[config.mk]
export PLATFORM = sky130hd
export DESIGN_NAME = hpa_port
export DESIGN_NICKNAME = d
export VERILOG_FILES = /design/src/rtl/hpa_pkg.sv /design/src/rtl/hpa_sync.sv /design/src/rtl/hpa_addr_reg.sv /design/src/rtl/hpa_xfer_ctl.sv /design/src/rtl/hpa_port.sv
export SDC_FILE = /design/constraint.sdc
export NUM_CORES = 1
export LEC_CHECK = 0
export BUFFER_PORTS_ARGS = -buffer_cell sky130_fd_sc_hd__buf_2
export CORE_UTILIZATION = 45
export DETAILED_ROUTE_END_ITERATION = 7
export GPL_TIMING_DRIVEN = 0
export PLACE_DENSITY = 0.75
export SLEW_MARGIN = 20
export SYNTH_ARGS = -nofsm -noshare
export SYNTH_HDL_FRONTEND = slang
export SYNTH_HIERARCHICAL = 1
export SYNTH_SLANG_ARGS = --single-unit
[constraint.sdc]
create_clock -name clk -period 2.3 [get_ports clk]
set_input_delay 0.46 -clock clk [delete_from_list [all_inputs] [get_ports clk]]
set_output_delay 0.46 -clock clk [all_outputs]
set_load 0.01 [all_outputs]
[src/rtl/hpa_pkg.sv]
package hpa_pkg;

    localparam int HPA_BUS_W  = 16;
    localparam int HPA_ADDR_W = 14;
    localparam int HPA_PM_W   = 24;
    localparam int HPA_OVL_W  = 8;
    localparam int HPA_LO_W   = HPA_PM_W - HPA_BUS_W;

    // strobe vector bit positions after synchronisation
    localparam int STB_SEL = 0;
    localparam int STB_ALE = 1;
    localparam int STB_RD  = 2;
    localparam int STB_WR  = 3;
    localparam int STB_N   = 4;

    typedef enum logic [1:0] {
        XF_IDLE = 2'd0,
        XF_ACC  = 2'd1,
        XF_FIN  = 2'd2
    } xf_state_e;

    typedef struct packed {
        logic                  dm;
        logic [HPA_ADDR_W-1:0] addr;
    } mem_loc_t;

    typedef struct packed {
        logic                 load_loc;
        logic                 load_ovl;
        mem_loc_t             loc;
        logic [HPA_OVL_W-1:0] ovl;
    } latch_cmd_t;

    function automatic latch_cmd_t decode_latch(input logic [HPA_BUS_W-1:0] w);
        latch_cmd_t c;
        c.load_loc = ~w[HPA_BUS_W-1];
        c.load_ovl = w[HPA_BUS_W-1] && (w[HPA_BUS_W-2:HPA_OVL_W] == '0);
        c.loc.dm   = w[HPA_BUS_W-2];
        c.loc.addr = w[HPA_ADDR_W-1:0];
        c.ovl      = w[HPA_OVL_W-1:0];
        return c;
    endfunction

    function automatic logic in_ctrl_span(input mem_loc_t l, input int span);
        logic [HPA_ADDR_W:0] lim;
        lim = (HPA_ADDR_W+1)'((1 << HPA_ADDR_W) - span);
        return l.dm && ({1'b0, l.addr} >= lim);
    endfunction

endpackage

[src/rtl/hpa_sync.sv]
module hpa_sync #(
    parameter int             N       = 4,
    parameter int             STAGES  = 2,
    parameter logic [N-1:0]   RST_VAL = '1
) (
    input  logic         clk,
    input  logic         rst,
    input  logic [N-1:0] d,
    output logic [N-1:0] q,
    output logic [N-1:0] fell
);

    logic [N-1:0] q_prev;

    for (genvar i = 0; i < N; i++) begin : g_bit
        logic [STAGES-1:0] chain;
        always_ff @(posedge clk) begin
            if (rst) chain <= {STAGES{RST_VAL[i]}};
            else     chain <= {chain[STAGES-2:0], d[i]};
        end
        assign q[i] = chain[STAGES-1];
    end

    always_ff @(posedge clk) begin
        if (rst) q_prev <= RST_VAL;
        else     q_prev <= q;
    end

    assign fell = q_prev & ~q;

endmodule

[src/rtl/hpa_addr_reg.sv]
module hpa_addr_reg
    import hpa_pkg::*;
(
    input  logic                 clk,
    input  logic                 rst,
    input  logic                 lat_ev,
    input  logic [HPA_BUS_W-1:0] bus,
    input  logic                 step_i,
    output mem_loc_t             loc_o,
    output logic [HPA_OVL_W-1:0] ovl_o,
    output logic                 loc_load_o
);

    latch_cmd_t cmd;
    mem_loc_t   loc_q;
    logic [HPA_OVL_W-1:0] ovl_q;

    assign cmd        = decode_latch(bus);
    assign loc_load_o = lat_ev && cmd.load_loc;

    always_ff @(posedge clk) begin
        if (rst) begin
            loc_q <= '0;
        end else if (loc_load_o) begin
            loc_q <= cmd.loc;
        end else if (step_i) begin
            loc_q.addr <= loc_q.addr + 1'b1;
        end
    end

    always_ff @(posedge clk) begin
        if (rst)                         ovl_q <= '0;
        else if (lat_ev && cmd.load_ovl) ovl_q <= cmd.ovl;
    end

    assign loc_o = loc_q;
    assign ovl_o = ovl_q;

    // a step with no concurrent reload moves the location forward by one
    assert_addr_step_R4: assert property (@(posedge clk) disable iff (rst)
        (step_i && !lat_ev) |=> (loc_q.addr == HPA_ADDR_W'($past(loc_q.addr) + 1'b1)));

    // the space bit never changes except through a latch
    assert_space_hold_R4: assert property (@(posedge clk) disable iff (rst)
        !lat_ev |=> $stable(loc_q.dm));

endmodule

[src/rtl/hpa_xfer_ctl.sv]
module hpa_xfer_ctl
    import hpa_pkg::*;
#(
    parameter int CTRL_SPAN = 32
) (
    input  logic                 clk,
    input  logic                 rst,
    input  logic                 lat_ev,
    input  logic                 loc_load,
    input  logic                 rd_ev,
    input  logic                 wr_ev,
    input  logic [HPA_BUS_W-1:0] din,
    input  mem_loc_t             loc,
    input  logic                 mem_gnt,
    input  logic [HPA_PM_W-1:0]  mem_rdata,
    output logic                 mem_req,
    output logic                 mem_we,
    output logic [HPA_PM_W-1:0]  mem_wdata,
    output logic                 step_o,
    output logic [HPA_BUS_W-1:0] dout,
    output logic                 busy
);

    xf_state_e             st_q, st_d;
    logic                  ph_q, ph_d;      // 0: upper half next, 1: low byte next
    logic [HPA_BUS_W-1:0]  hi_q, hi_d;
    logic [HPA_LO_W-1:0]   lo_q, lo_d;
    logic [HPA_PM_W-1:0]   wd_q, wd_d;
    logic                  we_q, we_d;
    logic [HPA_BUS_W-1:0]  do_q, do_d;
    logic                  step;

    always_comb begin
        st_d = st_q;
        ph_d = ph_q;
        hi_d = hi_q;
        lo_d = lo_q;
        wd_d = wd_q;
        we_d = we_q;
        do_d = do_q;
        step = 1'b0;
        unique case (st_q)
            XF_IDLE: begin
                if (lat_ev) begin
                    st_d = XF_FIN;
                    if (loc_load) ph_d = 1'b0;
                end else if (wr_ev) begin
                    if (loc.dm) begin
                        if (in_ctrl_span(loc, CTRL_SPAN)) begin
                            st_d = XF_FIN;
                            step = 1'b1;
                        end else begin
                            wd_d = {{HPA_LO_W{1'b0}}, din};
                            we_d = 1'b1;
                            st_d = XF_ACC;
                        end
                    end else if (!ph_q) begin
                        hi_d = din;
                        ph_d = 1'b1;
                        st_d = XF_FIN;
                    end else begin
                        wd_d = {hi_q, din[HPA_LO_W-1:0]};
                        we_d = 1'b1;
                        st_d = XF_ACC;
                    end
                end else if (rd_ev) begin
                    if (!loc.dm && ph_q) begin
                        do_d = {{(HPA_BUS_W-HPA_LO_W){1'b0}}, lo_q};
                        ph_d = 1'b0;
                        step = 1'b1;
                        st_d = XF_FIN;
                    end else begin
                        we_d = 1'b0;
                        st_d = XF_ACC;
                    end
                end
            end
            XF_ACC: begin
                if (mem_gnt) begin
                    st_d = XF_IDLE;
                    if (we_q) begin
                        step = 1'b1;
                        ph_d = 1'b0;
                    end else if (loc.dm) begin
                        do_d = mem_rdata[HPA_BUS_W-1:0];
                        step = 1'b1;
                    end else begin
                        do_d = mem_rdata[HPA_PM_W-1:HPA_LO_W];
                        lo_d = mem_rdata[HPA_LO_W-1:0];
                        ph_d = 1'b1;
                    end
                end
            end
            XF_FIN:  st_d = XF_IDLE;
            default: st_d = XF_IDLE;
        endcase
    end

    always_ff @(posedge clk) begin
        if (rst) begin
            st_q <= XF_IDLE;
            ph_q <= 1'b0;
            hi_q <= '0;
            lo_q <= '0;
            wd_q <= '0;
            we_q <= 1'b0;
            do_q <= '0;
        end else begin
            st_q <= st_d;
            ph_q <= ph_d;
            hi_q <= hi_d;
            lo_q <= lo_d;
            wd_q <= wd_d;
            we_q <= we_d;
            do_q <= do_d;
        end
    end

    assign mem_req   = (st_q == XF_ACC);
    assign mem_we    = we_q;
    assign mem_wdata = wd_q;
    assign step_o    = step;
    assign dout      = do_q;
    assign busy      = (st_q != XF_IDLE);

    // a request waiting for grant keeps its data and direction
    assert_req_hold_R9: assert property (@(posedge clk) disable iff (rst)
        (mem_req && !mem_gnt) |=> (mem_req && $stable(mem_wdata) && $stable(mem_we)));

    // the busy phase after a non-memory transfer lasts one cycle
    assert_fin_one_R10: assert property (@(posedge clk) disable iff (rst)
        (busy && !mem_req) |=> !busy);

endmodule

[src/rtl/hpa_port.sv]
module hpa_port
    import hpa_pkg::*;
#(
    parameter int SYNC_STAGES = 2,
    parameter int CTRL_SPAN   = 32
) (
    input  logic                   clk,
    input  logic                   rst,
    input  logic                   host_sel_n,
    input  logic                   host_ale,
    input  logic                   host_rd_n,
    input  logic                   host_wr_n,
    input  logic [HPA_BUS_W-1:0]   host_ad_in,
    output logic [HPA_BUS_W-1:0]   host_ad_out,
    output logic                   host_ad_oe,
    output logic                   host_ack,
    output logic [HPA_OVL_W-1:0]   ovl_sel,
    output logic                   mem_req,
    input  logic                   mem_gnt,
    output logic                   mem_we,
    output logic                   mem_dm,
    output logic [HPA_ADDR_W-1:0]  mem_addr,
    output logic [HPA_PM_W-1:0]    mem_wdata,
    input  logic [HPA_PM_W-1:0]    mem_rdata
);

    logic [STB_N-1:0] stb_raw, stb_q, stb_fell;
    logic lat_ev, rd_ev, wr_ev, sel_on;
    logic loc_load, step, busy;
    logic unused_sel_fall;
    mem_loc_t loc;

    assign stb_raw[STB_SEL] = host_sel_n;
    assign stb_raw[STB_ALE] = host_ale;
    assign stb_raw[STB_RD]  = host_rd_n;
    assign stb_raw[STB_WR]  = host_wr_n;

    hpa_sync #(
        .N       (STB_N),
        .STAGES  (SYNC_STAGES),
        .RST_VAL (4'b1101)
    ) u_sync (
        .clk  (clk),
        .rst  (rst),
        .d    (stb_raw),
        .q    (stb_q),
        .fell (stb_fell)
    );

    assign unused_sel_fall = stb_fell[STB_SEL];
    assign sel_on = ~stb_q[STB_SEL];
    assign lat_ev = sel_on && stb_fell[STB_ALE] && stb_q[STB_RD] && stb_q[STB_WR];
    assign wr_ev  = sel_on && stb_fell[STB_WR] && stb_q[STB_RD] && !stb_q[STB_ALE];
    assign rd_ev  = sel_on && stb_fell[STB_RD] && stb_q[STB_WR] && !stb_q[STB_ALE];

    hpa_addr_reg u_addr (
        .clk        (clk),
        .rst        (rst),
        .lat_ev     (lat_ev),
        .bus        (host_ad_in),
        .step_i     (step),
        .loc_o      (loc),
        .ovl_o      (ovl_sel),
        .loc_load_o (loc_load)
    );

    hpa_xfer_ctl #(
        .CTRL_SPAN (CTRL_SPAN)
    ) u_ctl (
        .clk       (clk),
        .rst       (rst),
        .lat_ev    (lat_ev),
        .loc_load  (loc_load),
        .rd_ev     (rd_ev),
        .wr_ev     (wr_ev),
        .din       (host_ad_in),
        .loc       (loc),
        .mem_gnt   (mem_gnt),
        .mem_rdata (mem_rdata),
        .mem_req   (mem_req),
        .mem_we    (mem_we),
        .mem_wdata (mem_wdata),
        .step_o    (step),
        .dout      (host_ad_out),
        .busy      (busy)
    );

    assign mem_dm     = loc.dm;
    assign mem_addr   = loc.addr;
    assign host_ack   = ~busy;
    assign host_ad_oe = ~host_sel_n & ~host_rd_n;

    // acknowledge reports busy whenever a request is pending
    assert_busy_on_req_R10: assert property (@(posedge clk) disable iff (rst)
        mem_req |-> !host_ack);

    // no write request ever targets the protected data span
    assert_no_ctrl_write_R8: assert property (@(posedge clk) disable iff (rst)
        (mem_req && mem_we) |-> !in_ctrl_span(loc, CTRL_SPAN));

    // the location presented to memory is frozen until grant
    assert_addr_hold_R9: assert property (@(posedge clk) disable iff (rst)
        (mem_req && !mem_gnt) |=> ($stable(mem_addr) && $stable(mem_dm)));

    // the overlay output moves only in the cycle after a latch event
    assert_ovl_hold_R3: assert property (@(posedge clk) disable iff (rst)
        !lat_ev |=> $stable(ovl_sel));

endmodule

# --- Yosys cells after proc, flatten, opt, wreduce, memory -nomap -nowiden ---
# Cells that the tools add are included.
word_totals:
  output_inout_bits: 67
  reg_bits: 103
  word_cells: 120
op_classes:
  muxes: 47
  n_reduce_logical: 30
  n_lt_le_gt_ge: 1
  bitwise: 12
  n_addsub: 1
  eq_ne: 14
ops:
  columns: ["op", "count"]
  rows:
  - ["two-way mux 16 bit", 7]
  - ["two-way mux 24 bit", 3]
  - ["case mux 16 bit (2 select lines)", 1]
  - ["two-way mux 14 bit", 2]
  - ["two-way mux 1 bit", 23]
  - ["two-way mux 2 bit", 8]
  - ["AND reduction 5 bit", 3]
  - ["adder 14 x 1 -> 14 bit, second input constant", 1]
  - [">= comparator 14 bit, second input constant", 1]
  - ["logical AND 1 bit", 14]
  - ["!= test 2 bit, second input constant", 5]
  - ["nonzero test 2 bit", 5]
  - ["!= test 3 bit, second input constant", 3]
  - ["inverter 1 bit", 9]
  - ["logical NOT 7 bit", 1]
  - ["AND reduction 7 bit", 1]
  - ["!= test 2 x 1 -> 1 bit, second input constant", 3]
  - ["AND reduction 6 bit", 1]
  - ["AND 4 bit", 1]
  - ["!= test 4 x 2 -> 1 bit, second input constant", 1]
  - ["!= test 4 x 3 -> 1 bit, second input constant", 1]
  - ["inverter 4 bit", 1]
  - ["case mux 1 bit (2 select lines)", 2]
  - ["case mux 2 bit (2 select lines)", 1]
  - ["other kinds (6)", 7]

# --- Longest topological paths before layout ---
depth:
  word_depth: 11
  depth_mapped: 11

# --- Hierarchy ---
# The synthesis kept the hierarchy.
modules_own_cells:
  columns: ["module", "area_per_inst_um2", "instances", "cells_each", "seq_area_each_um2"]
  rows:
  - ["hpa_xfer_ctl", 3049.2, 1, 351, 1361.3]
  - ["hpa_addr_reg", 1106.1, 1, 120, 460.4]
  - ["hpa_sync", 384.1, 1, 33, 240.2]
  - ["hpa_port", 43.8, 1, 5, 0.0]

# --- Worst setup path before layout ---
# OpenSTA, ideal clock, no wires.
synth_path:
  path_kind: "register to register"
  startpoint: "reg u_sync.g_bit[0].chain[1]"
  endpoint: "reg u_addr.loc_q, in the netlist u_addr/loc_o[13]"
  n_path_buf: 3
  setup_time_ps: 86
  arrival_ps: 2379
  stages_incl_launch_ff: 12
  path_slack_ps: -164
  path_cell_list: "dfxtp_1 buf_4 and4bb_2 buf_2 o21bai_1 or2_2 o22ai_1 clkbuf_8 nand3_1 nor4_1 xnor2_1 a211oi_1"
synth_between:
  word_cells_on_any_way: 17
  cone_classes: "5 x mux; 1 x bitwise; 11 x reduce/logical"
synth_rtl:
  columns: ["element", "line_no", "text"]
  rows:
  - ["start: declaration", "hpa_sync.sv:16", "logic [STAGES-1:0] chain;"]
  - ["start signal: assignment", "hpa_sync.sv:18", "if (rst) chain <= {STAGES{RST_VAL[i]}};"]
  - ["start signal: assignment", "hpa_sync.sv:19", "else chain <= {chain[STAGES-2:0], d[i]};"]
  - ["inverter 1 bit", "hpa_port.sv:51", "assign sel_on = ~stb_q[STB_SEL];"]
  - ["logical AND 1 bit (3 in a row)", "hpa_port.sv:53", "assign wr_ev = sel_on && stb_fell[STB_WR] && stb_q[STB_RD] && !stb_q[STB_ALE];"]
  - ["net wr_ev", "hpa_port.sv:28", "logic lat_ev, rd_ev, wr_ev, sel_on;"]
  - ["two-way mux 1 bit", "hpa_xfer_ctl.sv:47", "end else if (wr_ev) begin"]
  - ["two-way mux 1 bit", "hpa_xfer_ctl.sv:44", "if (lat_ev) begin"]
  - ["case mux 1 bit (2 select lines)", "hpa_xfer_ctl.sv:42", "unique case (st_q)"]
  - ["net step", "hpa_port.sv:29", "logic loc_load, step, busy;"]
  - ["nonzero test 2 bit (no source line)", null, null]
  - ["end signal: assignment", "hpa_addr_reg.sv:25", "loc_q <= cmd.loc;"]
  - ["end: declaration", "hpa_addr_reg.sv:15", "mem_loc_t loc_q;"]
# The timed path passes the listed nets, and every way through them passes these cells.
# A chain may end at the register's enable or synchronous reset.

# --- Worst setup path in the final report ---
layout_path:
  startpoint: "reg u_sync.g_bit[2].chain[1]"
  endpoint: "reg u_addr.loc_q, in the netlist u_addr/loc_o[13]"
layout_between:
  word_cells_on_any_way: 16
  cone_classes: "5 x mux; 2 x bitwise; 9 x reduce/logical"
layout_rtl:
  columns: ["element", "line_no"]
  rows:
  - ["start: declaration", "hpa_sync.sv:16"]
  - ["start signal: assignment", "hpa_sync.sv:18"]
  - ["start signal: assignment", "hpa_sync.sv:19"]
  - ["logical AND 1 bit (2 in a row)", "hpa_port.sv:53"]
  - ["net wr_ev", "hpa_port.sv:28"]
  - ["two-way mux 1 bit", "hpa_xfer_ctl.sv:47"]
  - ["two-way mux 1 bit", "hpa_xfer_ctl.sv:44"]
  - ["case mux 1 bit (2 select lines)", "hpa_xfer_ctl.sv:42"]
  - ["net step", "hpa_port.sv:29"]
  - ["nonzero test 2 bit (no source line)", null]
# The timed path passes the listed nets, and every way through them passes these cells.

==> metrics.txt <==
outcome finished, violations left; failing checks negative setup slack; GR Overflow Total 0; Clock Path Buffers 2; Period minus WS final ~2.3 ns; Num CTS Buffers 9; vias in the first global route 4,037; dpl cells around 750; VDD IR-drop max about 490 uV; DR WL/cell between 15 and 20 um; leak pwr 0.00230 uW; Setup WS pre-CTS -0.249 ns; Non-Filler Instances approximately 770; Clock Sinks 102; yosys warns 6; WP data required roughly 2.6 ns; Worst setup SP type register; Routability Congestion 0.849; Syn-to-layout area delta 25.4%; Reg2Reg Depth 11; clk_lat worst skew approximately 0.37 ns; Crit Path Class reg -> reg; max_cap viols 0; Arrival @ worst endpoint about 2.6 ns; GRT Max-Usage Layer met2; Hold Crit Class in -> reg; Mapped Avg Cell Area ~9.0 um2; fin nets 686; CTS Hold Bufs 0; Slew Limit Fails 0; maximum fanout along the worst path 6; H-tree Lvls 3; # fillers 893; antenna violations before repair 0; Global Route met1 Usage between 30% and 40%; relative max-transition margin between 50% and 60%; met2 Use GR about two fifths; Final Util between 50% and 60%; Netlist Area Pre-Place approximately 4600 um2; Achievable Freq 0.434 GHz; final setup violation count 1; final setup TNS -0.00559 ns; drt initial violations about 330; Die Wd between 100 and 150 um; CORE AREA about 9800 um2; Mapped Nets about 550; routed vias ~4,300; share of cells above drive strength 1 approximately a third; CTS tree done; drt drc 0; Final period util 100%; pin count of the biggest net entering global routing 17; Die Y 103 um; RSZ-0062 raised after global routing true; Hold Crit Depth 2; Gate Count Post-Synth 506; Port Buffers 113; total power between 3000 and 4000 uW; I/O pin total about 110; root buf cell clkbuf_8; Antenna diodes 0; GR Layer Usage met3 around 3.7%; First-pass DRT Iterations 5; worst clock skew approximately 0.020 ns; Slew @ Worst Pin 0.678 ns; post-route ant nets 0; total global-route track usage 24.5%; Die Area roughly 11,000 um2; first-pass GRT wire length a little under 20,000 um; r2r setup slk -0.006 ns; clk slew on worst S/H paths ~0.090 ns; num rows 36; WL final roughly 13,000 um; DP Wirelength about 9000 um; Hold Vio Cnt, Final 0; Initial Utilization around 47%; Cell Pwr Density about 560 nW/um2; PnR worst setup slack -0.00559 ns; via/cell ratio 5.59; CP endpoint kind register
[worst max-delay path, stage by stage (launching register included)]
cell and delay [ns]:
dfxtp_2 0.36, buf_6 0.09, and4bb_2 0.25, buf_6 0.13
o21bai_4 0.07, or2_4 0.25, o22ai_4 0.15, buf_8 0.15
nand3_4 0.14, nor4_4 0.25, xnor2_1 0.13, a211oi_2 0.24
[layout make-up]
cell class | instances | area (um2) | area share [%]
Buffer | 38 | 241 | 4.23
Clock buffer | 9 | 124 | 2.17
Clock inverter | 5 | 83.8 | 1.47
Inverter | 5 | 18.8 | 0.329
Multi-Input combinational cell | 358 | 2380 | 41.7
Sequential cell | 102 | 2050 | 35.9
Tap cell | 133 | 166 | 2.92
Timing Repair Buffer | 124 | 648 | 11.4
[layout by cell type (no fill, tap or decap), types with 8 or more instances in the layout]
cell type / count
a21oi_1: 60
xnor2_1: 8
mux2_2: 8
nand3_1: 21
nand2_1: 63
buf_4: 12
nand4b_1: 9
buf_2: 124
clkbuf_8: 10
mux2i_1: 33
clkbuf_1: 14
o21ai_0: 17
dfxtp_1: 98
a211oi_1: 18
o211ai_1: 8
nor2_1: 34
or2_1: 8
[report_power, final]
group	switching (uW)	internal (uW)	leakage, uW
combinational	110	70.9	0.00138
sequential	7.66	1780	0.000825
clock	609	605	0.0000978
total	727	2450	0.00230
[through the flow]
stage               area, um2  hold WS, ns
finish                   5710        0.270
floorplan                4580        0.383
CTS                      5640        0.255
global placement         5310        0.385
detailed placement       5310        0.389
global route             5710        0.260
[flip-flops by register name, summed over array words and instances, names as in the netlist, 2 cells and up]
| name | cells |
|---|---|
| u_addr/loc_o | 15 |
| u_sync/q_prev | 3 |
| u_sync/g_bit.chain | 8 |
| u_ctl/st_q | 2 |
| u_addr/ovl_o | 8 |
| u_ctl/lo_q | 8 |
| u_ctl/hi_q | 16 |
| u_ctl/dout | 16 |
| u_ctl/mem_wdata | 24 |
[metal layers]
layer  share of wire [%]  up-vias
met5                   0        -
met4                 2.6        0
met3                 5.8       36
met2                  49      180
met1                  43     2050
li1                    -     2061
[path summary, 6_finish.rpt]
path,endpoint,startpoint
worst min-delay path,u_sync/g_bit[3].chain[0],host_wr_n
worst min register to register,u_sync/g_bit[0].chain[1],u_sync/g_bit[0].chain[0]
worst max register to register,u_addr/loc_o[13],u_sync/g_bit[2].chain[1]
worst max-delay path,u_addr/loc_o[13],u_sync/g_bit[2].chain[1]
[timing repair]
| action | in CTS | in global routing |
|---|---|---|
| endpoints found under the setup margin | 20 | 37 |
| setup buffers | 8 | 3 |
| pin swaps | 10 | 9 |
| gates resized for setup | 13 | 17 |
(Power assumes the default switching activity.)
